[src/rtl/ushift_pkg.sv]
package ushift_pkg;

    localparam int CTRL_W         = 8;
    localparam int STAT_START_BIT = 7;
    localparam int STAT_OVF_BIT   = 6;

    typedef enum logic [1:0] {
        MODE_OFF     = 2'b00,
        MODE_3W      = 2'b01,
        MODE_2W      = 2'b10,
        MODE_2W_HOLD = 2'b11
    } line_mode_e;

    typedef enum logic [1:0] {
        SRC_SOFT     = 2'b00,
        SRC_TIMER    = 2'b01,
        SRC_EXT_RISE = 2'b10,
        SRC_EXT_FALL = 2'b11
    } clk_src_e;

    typedef enum logic [1:0] {
        ADDR_DATA = 2'd0,
        ADDR_BUF  = 2'd1,
        ADDR_STAT = 2'd2,
        ADDR_CTRL = 2'd3
    } reg_addr_e;

    typedef struct packed {
        logic       start_ie;
        logic       ovf_ie;
        line_mode_e mode;
        clk_src_e   src;
        logic       cnt_stb;
        logic       shift_stb;
    } ctrl_t;

    typedef struct packed {
        logic shift;
        logic count;
    } clk_evt_t;

    function automatic logic is_two_wire(line_mode_e m);
        return m[1];
    endfunction

    function automatic logic holds_on_ovf(line_mode_e m);
        return m == MODE_2W_HOLD;
    endfunction

    // strobes act once and are never stored
    function automatic ctrl_t ctrl_store(logic [CTRL_W-1:0] w);
        ctrl_t c;
        c           = ctrl_t'(w);
        c.cnt_stb   = 1'b0;
        c.shift_stb = 1'b0;
        return c;
    endfunction

endpackage

[src/rtl/ushift_sync.sv]
module ushift_sync #(
    parameter int   STAGES    = 2,
    parameter logic RESET_VAL = 1'b1
) (
    input  logic clk,
    input  logic rst,
    input  logic pin,
    output logic level,
    output logic rise,
    output logic fall
);
    logic [STAGES-1:0] stg;
    logic              prev;

    always_ff @(posedge clk) begin
        if (rst) begin
            stg  <= {STAGES{RESET_VAL}};
            prev <= RESET_VAL;
        end else begin
            stg[0] <= pin;
            for (int k = 1; k < STAGES; k++) begin
                stg[k] <= stg[k-1];
            end
            prev <= stg[STAGES-1];
        end
    end

    assign level = stg[STAGES-1];
    assign rise  = level & ~prev;
    assign fall  = ~level & prev;
endmodule

[src/rtl/ushift_evt.sv]
module ushift_evt
    import ushift_pkg::*;
(
    input  clk_src_e   src,
    input  line_mode_e mode,
    input  logic       timer_tick,
    input  logic       ext_rise,
    input  logic       ext_fall,
    input  logic       sw_shift,
    input  logic       sw_count,
    output clk_evt_t   evt
);
    logic hw_shift;
    logic hw_count;

    always_comb begin
        hw_shift = 1'b0;
        hw_count = 1'b0;
        unique case (src)
            SRC_TIMER: begin
                hw_shift = timer_tick;
                hw_count = timer_tick;
            end
            SRC_EXT_RISE: begin
                hw_shift = ext_rise;
                hw_count = ext_rise | ext_fall;
            end
            SRC_EXT_FALL: begin
                hw_shift = ext_fall;
                hw_count = ext_rise | ext_fall;
            end
            default: ;
        endcase
        if (mode == MODE_OFF) begin
            hw_shift = 1'b0;
            hw_count = 1'b0;
        end
        evt.shift = hw_shift | sw_shift;
        evt.count = hw_count | sw_shift | sw_count;
    end
endmodule

[src/rtl/ushift_counter.sv]
module ushift_counter #(
    parameter int CNT_W = 4
) (
    input  logic             clk,
    input  logic             rst,
    input  logic             load,
    input  logic [CNT_W-1:0] load_val,
    input  logic             inc,
    output logic [CNT_W-1:0] cnt,
    output logic             wrap
);
    localparam logic [CNT_W-1:0] CNT_TOP = {CNT_W{1'b1}};

    assign wrap = inc & ~load & (cnt == CNT_TOP);

    always_ff @(posedge clk) begin
        if (rst)       cnt <= '0;
        else if (load) cnt <= load_val;
        else if (inc)  cnt <= cnt + 1'b1;
    end
endmodule

[src/rtl/ushift_datapath.sv]
module ushift_datapath #(
    parameter int DATA_W = 8
) (
    input  logic              clk,
    input  logic              rst,
    input  logic              load,
    input  logic [DATA_W-1:0] load_val,
    input  logic              shift,
    input  logic              din,
    input  logic              capture,
    output logic [DATA_W-1:0] data_q,
    output logic [DATA_W-1:0] buf_q
);
    logic [DATA_W-1:0] data_nxt;

    always_comb begin
        if (load)       data_nxt = load_val;
        else if (shift) data_nxt = {data_q[DATA_W-2:0], din};
        else            data_nxt = data_q;
    end

    always_ff @(posedge clk) begin
        if (rst) begin
            data_q <= '0;
            buf_q  <= '0;
        end else begin
            data_q <= data_nxt;
            if (capture) buf_q <= data_nxt;
        end
    end
endmodule

[src/rtl/ushift_flags.sv]
module ushift_flags (
    input  logic clk,
    input  logic rst,
    input  logic set_start,
    input  logic clr_start,
    input  logic set_ovf,
    input  logic clr_ovf,
    output logic start_q,
    output logic ovf_q
);
    always_ff @(posedge clk) begin
        if (rst) begin
            start_q <= 1'b0;
            ovf_q   <= 1'b0;
        end else begin
            start_q <= set_start | (start_q & ~clr_start);
            ovf_q   <= set_ovf   | (ovf_q   & ~clr_ovf);
        end
    end
endmodule

[src/rtl/ushift_core.sv]
module ushift_core
    import ushift_pkg::*;
#(
    parameter int DATA_W      = 8,
    parameter int CNT_W       = 4,
    parameter int SYNC_STAGES = 2
) (
    input  logic              clk,
    input  logic              rst,
    input  logic [1:0]        reg_addr,
    input  logic              reg_wr,
    input  logic [DATA_W-1:0] reg_wdata,
    output logic [DATA_W-1:0] reg_rdata,
    input  logic              timer_tick,
    input  logic              sd_in,
    input  logic              sc_in,
    output logic              sd_out,
    output logic              sd_pull,
    output logic              sc_pull,
    output logic              irq_start,
    output logic              irq_ovf
);
    localparam int MSB = DATA_W - 1;

    ctrl_t             ctrl_q;
    clk_evt_t          evt;
    reg_addr_e         addr;
    logic              wr_data, wr_stat, wr_ctrl;
    logic              sd_lvl, sd_rise, sd_fall;
    logic              sc_lvl, sc_rise, sc_fall;
    logic [CNT_W-1:0]  cnt_q;
    logic              cnt_wrap;
    logic [DATA_W-1:0] data_q, buf_q;
    logic              start_q, ovf_q;
    logic              two_wire;
    logic              start_det;
    logic [DATA_W-1:0] stat_rd, ctrl_rd;

    assign addr     = reg_addr_e'(reg_addr);
    assign wr_data  = reg_wr && (addr == ADDR_DATA);
    assign wr_stat  = reg_wr && (addr == ADDR_STAT);
    assign wr_ctrl  = reg_wr && (addr == ADDR_CTRL);
    assign two_wire = is_two_wire(ctrl_q.mode);

    always_ff @(posedge clk) begin
        if (rst)          ctrl_q <= '0;
        else if (wr_ctrl) ctrl_q <= ctrl_store(reg_wdata[CTRL_W-1:0]);
    end

    ushift_sync #(.STAGES(SYNC_STAGES), .RESET_VAL(1'b1)) u_sd_sync (
        .clk(clk), .rst(rst), .pin(sd_in),
        .level(sd_lvl), .rise(sd_rise), .fall(sd_fall)
    );

    ushift_sync #(.STAGES(SYNC_STAGES), .RESET_VAL(1'b1)) u_sc_sync (
        .clk(clk), .rst(rst), .pin(sc_in),
        .level(sc_lvl), .rise(sc_rise), .fall(sc_fall)
    );

    ushift_evt u_evt (
        .src       (ctrl_q.src),
        .mode      (ctrl_q.mode),
        .timer_tick(timer_tick),
        .ext_rise  (sc_rise),
        .ext_fall  (sc_fall),
        .sw_shift  (wr_ctrl & reg_wdata[0]),
        .sw_count  (wr_ctrl & reg_wdata[1]),
        .evt       (evt)
    );

    ushift_counter #(.CNT_W(CNT_W)) u_cnt (
        .clk     (clk),
        .rst     (rst),
        .load    (wr_stat),
        .load_val(reg_wdata[CNT_W-1:0]),
        .inc     (evt.count),
        .cnt     (cnt_q),
        .wrap    (cnt_wrap)
    );

    ushift_datapath #(.DATA_W(DATA_W)) u_dp (
        .clk     (clk),
        .rst     (rst),
        .load    (wr_data),
        .load_val(reg_wdata),
        .shift   (evt.shift),
        .din     (sd_lvl),
        .capture (cnt_wrap),
        .data_q  (data_q),
        .buf_q   (buf_q)
    );

    // start: data line falls while clock line stays high
    assign start_det = two_wire & sd_fall & sc_lvl;

    ushift_flags u_flags (
        .clk      (clk),
        .rst      (rst),
        .set_start(start_det),
        .clr_start(wr_stat & reg_wdata[STAT_START_BIT]),
        .set_ovf  (cnt_wrap),
        .clr_ovf  (wr_stat & reg_wdata[STAT_OVF_BIT]),
        .start_q  (start_q),
        .ovf_q    (ovf_q)
    );

    always_comb begin
        stat_rd                 = '0;
        stat_rd[STAT_START_BIT] = start_q;
        stat_rd[STAT_OVF_BIT]   = ovf_q;
        stat_rd[CNT_W-1:0]      = cnt_q;
        ctrl_rd                 = '0;
        ctrl_rd[CTRL_W-1:0]     = ctrl_q;
    end

    always_comb begin
        unique case (addr)
            ADDR_DATA: reg_rdata = data_q;
            ADDR_BUF:  reg_rdata = buf_q;
            ADDR_STAT: reg_rdata = stat_rd;
            default:   reg_rdata = ctrl_rd;
        endcase
    end

    assign sd_out    = (ctrl_q.mode == MODE_3W) & data_q[MSB];
    assign sd_pull   = two_wire & ~data_q[MSB];
    assign sc_pull   = two_wire & (start_q | (holds_on_ovf(ctrl_q.mode) & ovf_q));
    assign irq_start = start_q & ctrl_q.start_ie;
    assign irq_ovf   = ovf_q & ctrl_q.ovf_ie;
endmodule

[config.mk]
export PLATFORM = sky130hd
export DESIGN_NAME = ushift_core
export DESIGN_NICKNAME = d
export VERILOG_FILES = /design/src/rtl/ushift_pkg.sv /design/src/rtl/ushift_sync.sv /design/src/rtl/ushift_evt.sv /design/src/rtl/ushift_counter.sv /design/src/rtl/ushift_datapath.sv /design/src/rtl/ushift_flags.sv /design/src/rtl/ushift_core.sv
export SDC_FILE = /design/constraint.sdc
export NUM_CORES = 1
export LEC_CHECK = 0
export ABC_AREA = 1
export BUFFER_PORTS_ARGS = -buffer_cell sky130_fd_sc_hd__buf_2
export CAP_MARGIN = 25
export CORE_ASPECT_RATIO = 1.2
export CORE_UTILIZATION = 50
export CTS_BUF_LIST = sky130_fd_sc_hd__clkbuf_8
export DETAILED_ROUTE_END_ITERATION = 12
export PLACE_DENSITY = 0.79
export SYNTH_ARGS = -nofsm -noshare
export SYNTH_HDL_FRONTEND = slang
export SYNTH_SLANG_ARGS = --single-unit
[constraint.sdc]
create_clock -name clk -period 1.9 [get_ports clk]
set_input_delay 0.095 -clock clk [delete_from_list [all_inputs] [get_ports clk]]
set_output_delay 0.095 -clock clk [all_outputs]
set_load 0.03 [all_outputs]
Yosys cells after proc, flatten, opt, wreduce, memory -nomap -nowiden
Cells that the tools add are included.
- add/sub/neg operators: 1
- equality and inequality tests: 9
- multiplexer cells: 9
- bitwise logic cells: 33
- reduce and logical (&&, ||, !) cells: 7
- operators by type and width (cell ; count):
    $pmux 8 s3 ; 1
    $and 1x1->1 ; 19
    $mux 8 ; 2
    $eq 2x2->1 const B ; 5
    $mux 4 ; 2
    $not 1->1 ; 7
    $or 1x1->1 ; 7
    $eq 2x1->1 const B ; 3
    $add 4x1->4 const B ; 1
    $eq 4x4->1 const B ; 1
    $logic_not 2->1 ; 2
    $logic_and 1x1->1 ; 3
    $pmux 1 s3 ; 1
    $mux 1 ; 2
    $pmux 1 s2 ; 1
    $reduce_bool 2->1 ; 1
    $reduce_or 2->1 ; 1
- bits in registers: 34
- bits of input ports: 16
- output and inout port bits: 13
- word-level logic and storage cells: 72

Longest topological paths before layout
Gate-level depths: netlist of run 1.
- depth in word-level cells: 10
- mapped depth: 11
- mapped depth without buffers: 11

Hierarchy
A second synthesis of run 1 with hierarchy kept.
- cell total of the unflattened synthesis: 277
- area, all modules: 1806.7 µm²
- by module, submodules not included (module ; instances ; cells an instance ; area an instance (µm²) ; sequential area each (µm²)):
    ushift_datapath ; 1 ; 87 ; 671.9 ; 320.3
    ushift_core ; 1 ; 101 ; 540.5 ; 120.1
    ushift_counter ; 1 ; 38 ; 254.0 ; 80.1
    ushift_sync ; 2 ; 13 ; 97.6 ; 60.1
    ushift_evt ; 1 ; 15 ; 72.6 ; 0.0
    ushift_flags ; 1 ; 10 ; 72.6 ; 40.0

Least setup slack after synthesis of run 1
OpenSTA, ideal clock, no wires.
- path kind: reg2reg
- from: register u_sc_sync.stg[1]
- to: register u_dp.buf_q[1]
- setup time: 109 ps
- arrival time: 1356 ps
- required time: 1791 ps
- setup slack: 435 ps
- stages on the path, launching flop included: 11
- path buffers: 0
- period minus slack after synthesis: 1465 ps
- path through: dfxtp_1 inv_1 ha_1 o21ai_0 nand2_1 nand2_4 nand3b_4 clkinv_2 nand3_1 nand2_1 inv_1
- cells in the longest elaborated chain, start to end: 9
- elaborated cells between the ends (all ways): 15
- those cells by class: mux (6); bitwise (9)
- ends and longest elaborated chain (element ; line ; RTL):
    start: declaration ; ushift_sync.sv:12 ; logic [STAGES-1:0] stg;
    start signal: assignment ; ushift_sync.sv:17 ; stg <= {STAGES{RESET_VAL}};
    start signal: indexed assignment ; ushift_sync.sv:22 ; stg[k] <= stg[k-1];
    $not 1->1 ; ushift_sync.sv:30 ; assign fall = ~level & prev;
    $and 1x1->1 ; ushift_sync.sv:30 ;
    $or 1x1->1 ; ushift_evt.sv:26, ushift_evt.sv:30 ;
    $pmux 1 s2 ; ushift_evt.sv:19 ; unique case (src)
    $mux 1 ; ushift_evt.sv:34 ; if (mode == MODE_OFF) begin
    $or 1x1->1 (2 in series) ; ushift_evt.sv:39 ; evt.count = hw_count | sw_shift | sw_count;
    $and 1x1->1 (2 in series) ; ushift_counter.sv:14 ; assign wrap = inc & ~load & (cnt == CNT_TOP);
    end signal: assignment ; ushift_datapath.sv:28 ; if (capture) buf_q <= data_nxt;
    end: declaration ; ushift_datapath.sv:12 ; output logic [DATA_W-1:0] buf_q
Parallel ways exist; a longest one is shown, timed or not.
A chain may end at the register's enable or synchronous reset.

Final worst setup path of run 1
- from: register u_sc_sync.stg[1]
- to: register u_dp.buf_q[2]
Same word-level chain as after synthesis.

==> results of run 1 <==
## repair_timing
action | 4_1_cts | 5_1_grt
gates resized for setup | 0 | 0
endpoints found under the hold margin | 2 | 0
hold buffers | 2 | 0
setup endpoints to repair | 0 | 0
## power by group through the flow
stage	clock network, mW	logic [mW]	registers, mW
detailed placement	0	0.187	0.772
finish	0.624	0.192	0.756
floorplan	0	0.127	0.767
global placement	0	0.186	0.771
CTS	0.632	0.191	0.756
global route	0.672	0.211	0.758
## kinds of logic (layout without fill, tap and decap cells)
logic type	Yosys count	after routing	synth area share, %
AND/OR/NAND/NOR	108	108	31.04
AO/OA/AOI/OAI	49	49	16.14
buffers and inverters	47	84	10.27
flip-flops	34	34	39.36
adder cells (fa/ha/maj)	3	3	2.171
XOR/XNOR	2	2	1.013
## state kept, by name, indices dropped and copies added (netlist names)
name,count
u_flags.start_q,1
u_sc_sync.prev,1
u_sc_sync.stg,2
u_sd_sync.stg,2
u_cnt.cnt,4
ctrl_q,6
u_dp.buf_q,8
u_sd_sync.prev,1
u_dp.data_q,8
u_flags.ovf_q,1
## layout make-up
| type | count | share of cell area, % |
|---|---|---|
| inverters | 44 | 8.120 |
| multi-input cells | 162 | 42.49 |
| repair buffers | 32 | 8.547 |
| clock buffers | 8 | 5.372 |
| flip-flops and latches | 34 | 33.21 |
| well taps | 37 | 2.259 |
## per-stage QoR
stage | hold slack [ns] | power (mW) | area, µm² | util (%)
after global placement | 0.2772 | 0.9567 | 1919 | 58.00
final | 0.08088 | 1.572 | 2049 | 61.93
after CTS | 0.07650 | 1.578 | 2049 | 61.93
after floorplan | 0.1988 | 0.8941 | 1729 | -
after global routing | 0.07504 | 1.642 | 2049 | 61.93
after detailed placement | 0.2808 | 0.9586 | 1919 | 58.00
## final timing paths
check,from,to,slack (ns),cells past startpoint
setup / recovery,u_sc_sync.stg[1]$_SDFF_PP1_,u_dp.buf_q[2]$_SDFFE_PP0P_,0.20,10
hold / removal,reg_wdata[7],ctrl_q[7]$_SDFFE_PP0N_,0.08,3
setup reg to reg,u_sc_sync.stg[1]$_SDFF_PP1_,u_dp.buf_q[2]$_SDFFE_PP0P_,0.20,10
hold reg to reg,u_sc_sync.stg[0]$_SDFF_PP1_,u_sc_sync.stg[1]$_SDFF_PP1_,0.41,1
## cells in the final DEF, fill, tap and decap left out, types with 3 or more instances in the layout
master,count
nand2_2,3
nor2_1,8
dfxtp_1,34
nand3_1,33
ha_1,3
a21oi_1,27
a31oi_1,3
o221ai_1,4
inv_1,43
nand2_1,50
clkbuf_8,8
buf_2,28
o21ai_0,11
or2_2,4
## per-layer routing
layer | GRT usage [%] | vias up
met5 | 0 | -
met4 | 13.75 | 0
met3 | 5.479 | 9
met2 | 40.06 | 74
met1 | 28.52 | 773
li1 | - | 869
## worst register-to-register path, stage by stage (launching register included)
cell and delay, ns:
dfxtp_1 0.38, inv_1 0.08, ha_1 0.28, o21ai_0 0.14, nand2_1 0.11, nand2_4 0.11, nand3b_4 0.15, clkinv_2 0.15
nand3_1 0.10, nand2_1 0.07, inv_1 0.04
==> results.txt, run 1 <==
routed vias = 1725
Final Wtd Congestion = 0.8754
Final nets = 298
Die Ht = 66.42 µm
die area = 3699 µm²
drt via density = 5.442
final worst clock skew = 0.002810 ns
Logic pwr share = 12.2%
H-tree Lvls = 2
outcome = complete, no violations
Synth area leaders = dfxtp_1 (39%), nand2_1 (11%), nand3_1 (9.6%), inv_1 (9.3%), a21oi_1 (7.8%)
antenna cells = 0
sequential cell area = 680.7 µm²
gr usage total = 24.07%
cells along the critical path = inv_1, ha_1, o21ai_0, nand2_1, nand2_4, nand3b_4, clkinv_2, nand3_1, nand2_1, inv_1
Power Internal = 1.170 mW
Final ANT Viol Nets = 0
fin. max-slew vios = 0
RSZ-0062 raised after global routing = false
footprint of the multi-input gates = 870.8 µm²
CTS Sinks = 34
WL met1 = 1812 µm
Syn Area/Cell = 7.116 µm²
worst slew pin tran = 0.4710 ns
Leak Pwr = 0.9791 nW
Residual DRC = 0
Sum Neg Setup Slack = 0 ns
I/O Pins = 29
DR pass1 iterations = 4
CP max FO = 10
final setup fails = 0
crit start category = flop
CTS tree = yes
Fill cells = 324
CTS clk-pin slew, worst paths = 0.07 ns
fin crit period = 1.703 ns
CP max stage delay = 0.38 ns
share of the synthesized area in the top cell type = 39.36%
worst path arrival time = 1.90 ns
Crit. End Element = flop
Fin. Hold Viols = 0
Unique masters post-synth = 28
Max Cap Viol = 0
Inst Count DP = 307
root buffer cell = clkbuf_8
ys async rst share = 0%
Hold Crit Class = in2reg
sequential fraction of design power = 48.1%
grt ovf = 0
fin crit share = 89.64%
maximum vdd drop = 0.5163 mV
Post-synth EDFFs = 0
first-pass GRT wire length = 6741 µm
met2 WL = 1930 µm
Clock Power Share = 39.7%
Seq cells post-synth = 34
Detailed Route WL = 4123 µm
post-synthesis sequential area ratio = 39.36%
Detail Placement HPWL = 3033 µm
vias in the first global route = 1535
Synth area leader = dfxtp_1
count leader, synth = nand2_1
Initial DRC Count = 109
Initial Util = 52.25%
Top Layer Used = met4
most common flop cell mapped by yosys = dfxtp_1
CP max-delay cell = dfxtp_1
antenna violations before repair = 0
crit-path leading delay family = simple AND/OR/NAND/NOR gates
Power Density = 767.2 nW/µm²
sw frac = 25.58%
critical path class = reg2reg
Synth Net Count = 262
maximum clock rate = 0.5871 GHz
synthesized area = 1729 µm²
Die X = 55.69 µm
slew margin rel. = 68.60%
Cells after Synth = 243
CTS Buffer Depth = 2
yosys warns = 0
CP required = 2.09 ns
worst skew pair latency = 0.29 ns
PnR worst setup slack = 0.1968 ns
final cell count without fillers = 317
P&R area growth vs syn = 18.52%
setup bufs post-CTS = 0
cts bufs inserted = 5
met3 wire length = 265 µm
site row count = 23
PortBufs = 28
Post-synth top cells = nand2_1 (50), inv_1 (43), dfxtp_1 (34)
layout cells sized above 1 = 19.29%
largest net degree at the start of global routing = 28
CP bufs+invs = 3
core area = 3309 µm²
pre-CTS WS = 0.2171 ns
Sw Pwr = 402.2 µW
DR WL/cell = 13.01 µm
Note: power is estimated with default switching activity, not from simulation.
==> run 2: changes to the inputs <==
- SETUP_SLACK_MARGIN: unset -> 0.3
==> run 2 against run 1 <==
Compared with the run above:
- global-route usage is 1.0 points higher
- via count is 3.9% higher
- cell count is 1.9% higher
- worst setup slack better by 0.16 ns
- power is 1.3% higher
- combinational power is 10% higher
- worst hold slack worse by 0.0029 ns
- utilization is 3.8 points higher
- clock power hardly changed
- design area is 6.2% higher
- sequential cell count stayed put
==> results.txt, run 2 (synthesis results as in run 1) <==
CTS clk-pin slew, worst paths = 0.07 ns
PortBufs = 28
cell area after layout = 2176 µm²
cts bufs inserted = 5
Initial DRC Count = 121
Crit. End Element = flop
Power Density = 731.8 nW/µm²
worst path arrival time = 1.74 ns
die area = 3699 µm²
maximum vdd drop = 0.5392 mV
CP max-delay cell = dfxtp_2
total power draw = 1.592 mW
most common cell after layout, fill and taps aside = nand2_1
crit start category = flop
Detail Placement HPWL = 3033 µm
GRT met3 Usage = 5.479%
Die X = 55.69 µm
drt via density = 5.551
largest net degree at the start of global routing = 28
root buffer cell = clkbuf_8
Placed Area = 1919 µm²
critical path class = reg2reg
CTS Sinks = 34
routed vias = 1793
P&R area growth vs syn = 25.83%
CP max stage delay = 0.36 ns
antenna violations before repair = 0
site row count = 23
DR WL/cell = 14.07 µm
most frequent cells in the layout = nand2_1 (48), inv_1 (42), dfxtp_1 (32), buf_2 (28), a21oi_1 (27)
Detailed Route WL = 4544 µm
biggest regs = u_dp.buf_q (8), u_dp.data_q (8), ctrl_q (6)
maximum clock rate = 0.6471 GHz
Hold Crit Class = in2reg
fin crit share = 81.33%
antenna cells = 0
Final Wtd Congestion = 0.8754
worst skew pair latency = 0.29 ns
fin. max-slew vios = 0
Die Ht = 66.42 µm
Global Route met2 Usage = 42.02%
RSZ-0062 raised after global routing = false
grt ovf = 0
vias in the first global route = 1563
gr usage total = 25.07%
final worst clock skew = 0.002298 ns
Max Cap Viol = 0
CTS Buffer Depth = 2
DR pass1 iterations = 4
cells along the critical path = inv_2, ha_4, o21ai_2, nand2_2, nand2_4, nand3b_4, inv_8, nand3_2, nand2_1, inv_1
first-pass GRT wire length = 6989 µm
CTS tree = yes
Final ANT Viol Nets = 0
Sum Neg Setup Slack = 0 ns
Leak Pwr = 1.036 nW
H-tree Lvls = 2
fin crit period = 1.545 ns
core area = 3309 µm²
Final nets = 304
CP max FO = 8
CP required = 2.09 ns
Residual DRC = 0
worst slew pin tran = 0.4910 ns
grt met1 use = 29.84%
layout cells sized above 1 = 25.87%
I/O Pins = 29
Fin. Hold Viols = 0
slew margin rel. = 67.26%
outcome = complete, no violations
GRT busiest layer = met2
final setup fails = 0
Initial Util = 52.25%
## run 2: changes by cell type in the layout (fill, tap and decap cells not counted), moves of 2 or more
cell	delta
dfxtp_2	+2
nand3_1	-7
buf_4	+4
dfxtp_1	-2
nand2_1	-2
nand3_2	+7
nand2_2	+2
## run 2: where the power goes
part | total (mW) | switching, mW | internal, mW
sequential | 0.757 | 0.0171 | 0.740
clock | 0.623 | 0.257 | 0.366
combinational | 0.212 | 0.140 | 0.0718
total | 1.59 | 0.415 | 1.18
## run 2: per-stage QoR
stage | hold WS [ns] | worst slack, ns | instances | util, %
global route | 0.07504 | 0.2828 | 323 | 65.75
finish | 0.07794 | 0.3547 | 323 | 65.75
floorplan | 0.1988 | 0.4350 | 243 | -
global placement | 0.2772 | 0.2846 | 307 | 58.00
CTS | 0.07650 | 0.3004 | 320 | 62.87
detailed placement | 0.2808 | 0.2171 | 307 | 58.00
## run 2: routing by layer
metal / up-vias / routed length [µm] / share of wire (%)
met5: - / 0 / 0
met4: 0 / 155 / 3.4
met3: 15 / 314 / 6.9
met2: 81 / 2125 / 47
met1: 817 / 1949 / 43
li1: 880 / - / -
## run 2: final cells by class
type                            count  area (µm²)
Fill cell                         297        1134
Multi-Input combinational cell    164       958.4
Sequential cell                    34       683.2
Timing Repair Buffer               36       205.2
Inverter                           44       172.7
Clock buffer                        8       110.1
Tap cell                           37       46.29
## run 2: critical path: cells and delay by family, from the launching register on
family / cells / cell delay, ns
compound gates: 1 / 0.13
fa+ha+maj: 1 / 0.23
buf+inv: 3 / 0.23
flops: 1 / 0.36
simple gates: 5 / 0.50
## run 2: timing repair
item,CTS,global route
hold endpoints to repair,2,0
buffers inserted,2,2
cloned,1,1
gates resized for setup,3,16
endpoints found under the setup margin,13,16
hold buffers,2,0
pin swaps,2,4
## run 2: worst paths after layout
check	cells after the start	slack, ns	start	endpoint
hold / removal	3	0.08	reg_wdata[7]	ctrl_q[7]$_SDFFE_PP0N_
hold reg to reg	1	0.41	u_sc_sync.stg[0]$_SDFF_PP1_	u_sc_sync.stg[1]$_SDFF_PP1_
setup reg to reg	10	0.35	u_sc_sync.stg[1]$_SDFF_PP1_	u_dp.buf_q[2]$_SDFFE_PP0P_
setup / recovery	10	0.35	u_sc_sync.stg[1]$_SDFF_PP1_	u_dp.buf_q[2]$_SDFFE_PP0P_
